### src/rtl/cam_cap_pkg.sv
package cam_cap_pkg;

  typedef struct packed {
    logic valid;
    logic sof;
    logic eof;
    logic sol;
    logic eol;
  } cap_ev_t;

  function automatic logic to_active(logic raw, bit high);
    return high ? raw : ~raw;
  endfunction

endpackage

### src/rtl/cam_sync_sampler.sv
module cam_sync_sampler
  import cam_cap_pkg::*;
#(
  parameter int DATA_W     = 10,
  parameter bit FSYNC_HIGH = 1'b1,
  parameter bit LSYNC_HIGH = 1'b1
) (
  input  logic              clk_i,
  input  logic              rst_ni,
  input  logic              fsync_i,
  input  logic              lsync_i,
  input  logic [DATA_W-1:0] data_i,
  output logic              frm_cur_o,
  output logic              frm_prv_o,
  output logic              lin_cur_o,
  output logic              lin_prv_o,
  output logic [DATA_W-1:0] data_o
);

  // syncs normalised to active-high at the first flop
  always_ff @(posedge clk_i or negedge rst_ni) begin
    if (!rst_ni) begin
      frm_cur_o <= 1'b0;
      frm_prv_o <= 1'b0;
      lin_cur_o <= 1'b0;
      lin_prv_o <= 1'b0;
      data_o    <= '0;
    end else begin
      frm_cur_o <= to_active(fsync_i, FSYNC_HIGH);
      lin_cur_o <= to_active(lsync_i, LSYNC_HIGH);
      frm_prv_o <= frm_cur_o;
      lin_prv_o <= lin_cur_o;
      data_o    <= data_i;
    end
  end

endmodule

### src/rtl/cam_edge_detect.sv
module cam_edge_detect
  import cam_cap_pkg::*;
(
  input  logic    frm_cur_i,
  input  logic    frm_prv_i,
  input  logic    lin_cur_i,
  input  logic    lin_prv_i,
  output cap_ev_t ev_o
);

  always_comb begin
    ev_o.valid = frm_cur_i & lin_cur_i;
    ev_o.sof   = frm_cur_i & ~frm_prv_i;
    ev_o.eof   = ~frm_cur_i & frm_prv_i;
    // line edges qualified by frame state on the side of the edge inside the frame
    ev_o.sol   = lin_cur_i & ~lin_prv_i & frm_cur_i;
    ev_o.eol   = ~lin_cur_i & lin_prv_i & frm_prv_i;
  end

endmodule

### src/rtl/cam_run_counter.sv
module cam_run_counter #(
  parameter int CNT_W = 12
) (
  input  logic             clk_i,
  input  logic             rst_ni,
  input  logic             clr_i,
  input  logic             inc_i,
  input  logic             cap_i,
  output logic [CNT_W-1:0] last_o
);

  logic [CNT_W-1:0] cnt_q;
  logic [CNT_W-1:0] cnt_nxt;

  assign cnt_nxt = cnt_q + CNT_W'(inc_i);

  always_ff @(posedge clk_i or negedge rst_ni) begin
    if (!rst_ni) begin
      cnt_q  <= '0;
      last_o <= '0;
    end else begin
      cnt_q <= clr_i ? CNT_W'(inc_i) : cnt_nxt;
      // capture includes an increment landing on the closing cycle
      if (cap_i) last_o <= cnt_nxt;
    end
  end

endmodule

### src/rtl/cam_par_capture.sv
module cam_par_capture
  import cam_cap_pkg::*;
#(
  parameter int DATA_W     = 10,
  parameter int CNT_W      = 12,
  parameter bit FSYNC_HIGH = 1'b1,
  parameter bit LSYNC_HIGH = 1'b1
) (
  input  logic              clk_i,
  input  logic              rst_ni,
  input  logic              fsync_i,
  input  logic              lsync_i,
  input  logic [DATA_W-1:0] data_i,
  output logic              pix_valid_o,
  output logic [DATA_W-1:0] pix_data_o,
  output logic              sof_o,
  output logic              eof_o,
  output logic              sol_o,
  output logic              eol_o,
  output logic [CNT_W-1:0]  line_pix_o,
  output logic [CNT_W-1:0]  frame_lines_o
);

  logic              frm_cur, frm_prv, lin_cur, lin_prv;
  logic [DATA_W-1:0] data_s;
  cap_ev_t           ev;

  cam_sync_sampler #(
    .DATA_W    (DATA_W),
    .FSYNC_HIGH(FSYNC_HIGH),
    .LSYNC_HIGH(LSYNC_HIGH)
  ) u_sampler (
    .clk_i    (clk_i),
    .rst_ni   (rst_ni),
    .fsync_i  (fsync_i),
    .lsync_i  (lsync_i),
    .data_i   (data_i),
    .frm_cur_o(frm_cur),
    .frm_prv_o(frm_prv),
    .lin_cur_o(lin_cur),
    .lin_prv_o(lin_prv),
    .data_o   (data_s)
  );

  cam_edge_detect u_edges (
    .frm_cur_i(frm_cur),
    .frm_prv_i(frm_prv),
    .lin_cur_i(lin_cur),
    .lin_prv_i(lin_prv),
    .ev_o     (ev)
  );

  cam_run_counter #(.CNT_W(CNT_W)) u_pix_cnt (
    .clk_i (clk_i),
    .rst_ni(rst_ni),
    .clr_i (ev.sol | ev.sof),
    .inc_i (ev.valid),
    .cap_i (ev.eol),
    .last_o(line_pix_o)
  );

  cam_run_counter #(.CNT_W(CNT_W)) u_line_cnt (
    .clk_i (clk_i),
    .rst_ni(rst_ni),
    .clr_i (ev.sof),
    .inc_i (ev.eol),
    .cap_i (ev.eof),
    .last_o(frame_lines_o)
  );

  always_ff @(posedge clk_i or negedge rst_ni) begin
    if (!rst_ni) begin
      pix_valid_o <= 1'b0;
      pix_data_o  <= '0;
      sof_o       <= 1'b0;
      eof_o       <= 1'b0;
      sol_o       <= 1'b0;
      eol_o       <= 1'b0;
    end else begin
      pix_valid_o <= ev.valid;
      if (ev.valid) pix_data_o <= data_s;
      sof_o <= ev.sof;
      eof_o <= ev.eof;
      sol_o <= ev.sol;
      eol_o <= ev.eol;
    end
  end

endmodule

### config.mk
export PLATFORM = sky130hd
export DESIGN_NAME = cam_par_capture
export DESIGN_NICKNAME = d
export VERILOG_FILES = /design/src/rtl/cam_cap_pkg.sv /design/src/rtl/cam_sync_sampler.sv /design/src/rtl/cam_edge_detect.sv /design/src/rtl/cam_run_counter.sv /design/src/rtl/cam_par_capture.sv
export SDC_FILE = /design/constraint.sdc
export NUM_CORES = 1
export LEC_CHECK = 0
export BUFFER_PORTS_ARGS = -buffer_cell sky130_fd_sc_hd__buf_4
export CAP_MARGIN = 40
export CELL_PAD_IN_SITES_DETAIL_PLACEMENT = 1
export CELL_PAD_IN_SITES_GLOBAL_PLACEMENT = 2
export CORE_AREA = 2 2 96 98
export CTS_BUF_LIST = sky130_fd_sc_hd__clkbuf_4 sky130_fd_sc_hd__clkbuf_8
export CTS_CLUSTER_SIZE = 28
export DETAILED_ROUTE_END_ITERATION = 12
export DIE_AREA = 0 0 98 100
export PLACE_DENSITY = 0.85
export SLEW_MARGIN = 15
export SYNTH_ARGS = -nofsm -noshare
export SYNTH_HDL_FRONTEND = slang
export SYNTH_SLANG_ARGS = --single-unit
### constraint.sdc
create_clock -name clk_i -period 2.5 [get_ports clk_i]
set_input_delay 0.375 -clock clk_i [delete_from_list [all_inputs] [get_ports clk_i]]
set_output_delay 0.375 -clock clk_i [all_outputs]
set_load 0.01 [all_outputs]
==> summary.md <==
The run finished with clean final reports. The HPWL after detailed placement was 4.066 mm; the achievable clock frequency was 484.9 MHz. Buffers inserted to repair hold after CTS numbered 0.

For the static leakage power, the log shows 0.001661 uW. The via count of the first global-routing pass was 2,142. The run gives 66.12% as the sequential fraction of the synthesis area.

Setup repair after global routing left no endpoint under its margin. Synthesis produced a netlist with a net count of 250. The run gives 5.947 mm as the total length of routed wires. Highest fanout seen on the critical path: 7. At the end of routability-driven placement, the weighted congestion stood at 0.7046.

The shortest period the worst path allows works out to 2062 ps. The critical path in this run is classified as flip-flop to flip-flop. The worst setup path is captured at a flip-flop. The clock-pin slew reported for the worst setup and hold paths after clock tree synthesis works out to 80 ps.

In this run the vertical extent of the chip is 100 um. The Yosys warning count is 0, and the die area is 9800 um2. In the synthesized netlist, the number of instances is 232.

After floorplanning, the core was sized to cover 8890 um2. The initialized floorplan defines 35 standard-cell rows. The logs give 350 ps for the insertion delay to the later sink of the worst-skew pair and 0 for the final antenna-violating net count.

The count of buffers added on input and output ports is 52. The family of cells with the greatest summed delay on the critical path was simple AND/OR/NAND/NOR gates. The run gives 326.0 uV as the largest voltage drop on the vdd net. In this run the tightest slew margin relative to its limit is 61.91%. For the number of inserted diodes, the log shows 0. Across all hold checks on the routed design, the worst slack comes to 17.11 ps. The worst min-delay path category was primary input to asynchronous set/reset pin. For this run, design rule violations remaining after detail routing come to 0. The worst-case clock skew is 10.08 ps, and the arrival time of data at the critical path endpoint is 2330 ps. For this run the aggregate overflow at the end of global routing stands at 0.

The first global-routing pass estimated 10.36 mm of wire. Entering global routing, the biggest net connects 44 pins. The delay of the slowest cell on the worst path was 550 ps; the number of slew-limit violations in the final report was 0.

The finished layout holds 407 standard cells, fillers aside. The area growth from synthesis to layout is 25.76%. The cell that appears most often on the critical path is sky130_fd_sc_hd__ha_1.

Max-cap violations in this run came to 0. The maximum clock path buffer count is 2. The post-synthesis instance area was 2914 um2; the final-report setup violation count was 0. For this design the ratio of total power to cell area is 755.7 nW/um2. Synthesized area per cell: 12.56 um2. For this run, the post-layout net count is 309. Post-CTS repair changed the size of 0 cells. Number of detailed-route iterations in the first pass: 4. TritonCTS built the clock tree.

The width of the die was 98 um; the distinct cell type count after synthesis was 27. The clock drives 77 sinks. For this configuration, the core starts out at a cell density of 32.78%. For the worst setup path, the data required time is 2770 ps. Summing over every cut layer, the via total after detailed routing is 2,020.

Number of clock buffers inserted by TritonCTS: 9. The logs give 989 for the number of inserted filler cells in the final layout and 0 for the total count of hold-check failures in the final report. The post-CTS setup buffer count came out at 0. The average vias per placed instance is 4.963.

The critical path launch point type is a flip-flop. The H-tree was split into 3 levels. During I/O placement, the number of pins put on the boundary was 53. The slowest stage of the critical path belongs to the cell sky130_fd_sc_hd__or4_4. In this run, the number of DRC markers left after iteration 0 of detailed routing was 60.

The logs give 13.39% for the aggregate global-route resource usage and 0 ps for the total negative slack. The slew of the pin with the lowest slew margin was 571.3 ps; the synthesized flop and latch total was 77. Once placement completed, the tool counted placed cells totaling 391. The run gives 2769 uW as the total power.

After detailed routing, the average wire length per cell comes to 14.61 um. The fraction of the cycle the final worst path needs is 82.48%. In this run the clock root is driven by a sky130_fd_sc_hd__clkbuf_8. The run gives 0 as the initial antenna violation count.

Walking the worst path, the cells encountered are and3b_1 -> ha_1 -> ha_1 -> nand3_2 -> or4_4 -> a31oi_1. The fraction of final layout cells with drive strength greater than 1 came out at 32.43%. The number of buffers and inverters on the critical path is 0.
==> synth_stat cells, drive strengths merged <==
library cell	instances	area (um2)
o31ai	6	45.04
nand2b	2	12.51
nand3	8	60.06
nand2	5	18.77
or4	6	56.30
xor2	2	17.52
a21oi	21	105.1
inv	4	15.01
nand4	6	50.04
xnor2	4	35.03
clkbuf	7	26.28
and2	2	12.51
a21boi	1	7.510
o21ai	8	40.04
a31oi	14	87.58
ha	4	50.05
a21o	1	7.510
and3b	1	8.760
mux2	14	157.7
or3	8	50.05
nor2b	2	12.51
nor2	27	101.4
dfrtp	77	1927
buf	2	10.01
==> kinds of logic after synthesis <==
group           count (synthesis)  share of synthesized area (%)
compound gates                 51                          10.05
xor+xnor                        6                          1.803
fa+ha+maj                       4                          1.718
buf+inv                        13                          1.760
flops                          77                          66.12
mux                            14                          5.410
simple gates                   67                          13.14
==> worst paths after layout <==
check                           slack (ps)  cells after the start                    end                start
worst max-delay path                   440                      6  u_line_cnt.last_o[10]  u_sampler.lin_cur_o
worst min-delay path                    20                      1                  eof_o               rst_ni
worst max register to register         440                      6  u_line_cnt.last_o[10]  u_sampler.lin_cur_o
worst min register to register         440                      0    u_sampler.lin_prv_o  u_sampler.lin_cur_o
max in group asynchronous             1880                      2    u_sampler.data_o[0]               rst_ni
min in group clk_i                     130                      1    u_sampler.data_o[8]            data_i[8]
==> metrics by stage <==
| stage | worst slack, ps | cell area, um2 | util [%] |
|---|---|---|---|
| 2_1_floorplan | 115.6 | 2914 | - |
| 3_3_place_gp | 523.6 | 3457 | 38.89 |
| 3_5_place_dp | 469.8 | 3457 | 38.89 |
| 4_1_cts | 427.9 | 3665 | 41.22 |
| 5_1_grt | 250.3 | 3665 | 41.22 |
| 6_report | 437.9 | 3665 | 41.22 |
==> placed cells by master (no fill, tap or decap), drive strengths merged, types with 2 or more instances in the layout <==
| cell type | n |
|---|---|
| o21ai | 8 |
| clkbuf | 10 |
| nand2 | 5 |
| xnor2 | 4 |
| clkinvlp | 3 |
| nand3 | 8 |
| buf | 57 |
| xor2 | 2 |
| and2 | 2 |
| nand2b | 2 |
| or3 | 8 |
| mux2 | 14 |
| or4 | 6 |
| o31ai | 6 |
| dfrtp | 77 |
| a31oi | 14 |
| ha | 4 |
| nand4 | 6 |
| a21oi | 21 |
| nor2 | 27 |
| nor2b | 2 |
| inv | 5 |
==> layer usage <==
layer / track usage, % / part of all wire (%)
met3: 3.134 / 3.9
met5: 0 / 0
met4: 6.838 / 1.9
met1: 16.21 / 43
met2: 22.50 / 51
==> report_power, final <==
| group | switching, uW | internal, uW | total [uW] | leakage (uW) |
|---|---|---|---|---|
| Clock | 468 | 493 | 961 | 0.0000951 |
| Sequential | 64.8 | 1360 | 1430 | 0.000968 |
| Combinational | 177 | 206 | 383 | 0.000598 |
| Total | 710 | 2060 | 2770 | 0.00166 |
==> sequential cells by signal, indices dropped and copies added (netlist names) <==
register	cells
u_pix_cnt.cnt_q	12
eol_o	1
u_sampler.lin_prv_o	1
pix_valid_o	1
sol_o	1
u_line_cnt.cnt_q	12
u_sampler.data_o	10
sof_o	1
eof_o	1
pix_data_o	10
u_line_cnt.last_o	12
u_sampler.frm_prv_o	1
u_sampler.frm_cur_o	1
u_sampler.lin_cur_o	1
u_pix_cnt.last_o	12
==> cell type report <==
cell class / count / area [um2] / share of cell area (%)
tap: 111 / 138.9 / 3.790
sequential: 77 / 1927 / 52.58
multi-input combinational: 142 / 935.9 / 25.54
clock inverter: 6 / 70.07 / 1.912
timing repair buffer: 57 / 440.4 / 12.02
inverter: 4 / 15.01 / 0.4097
clock buffer: 10 / 137.6 / 3.756
Note: power is estimated with default switching activity, not from simulation.
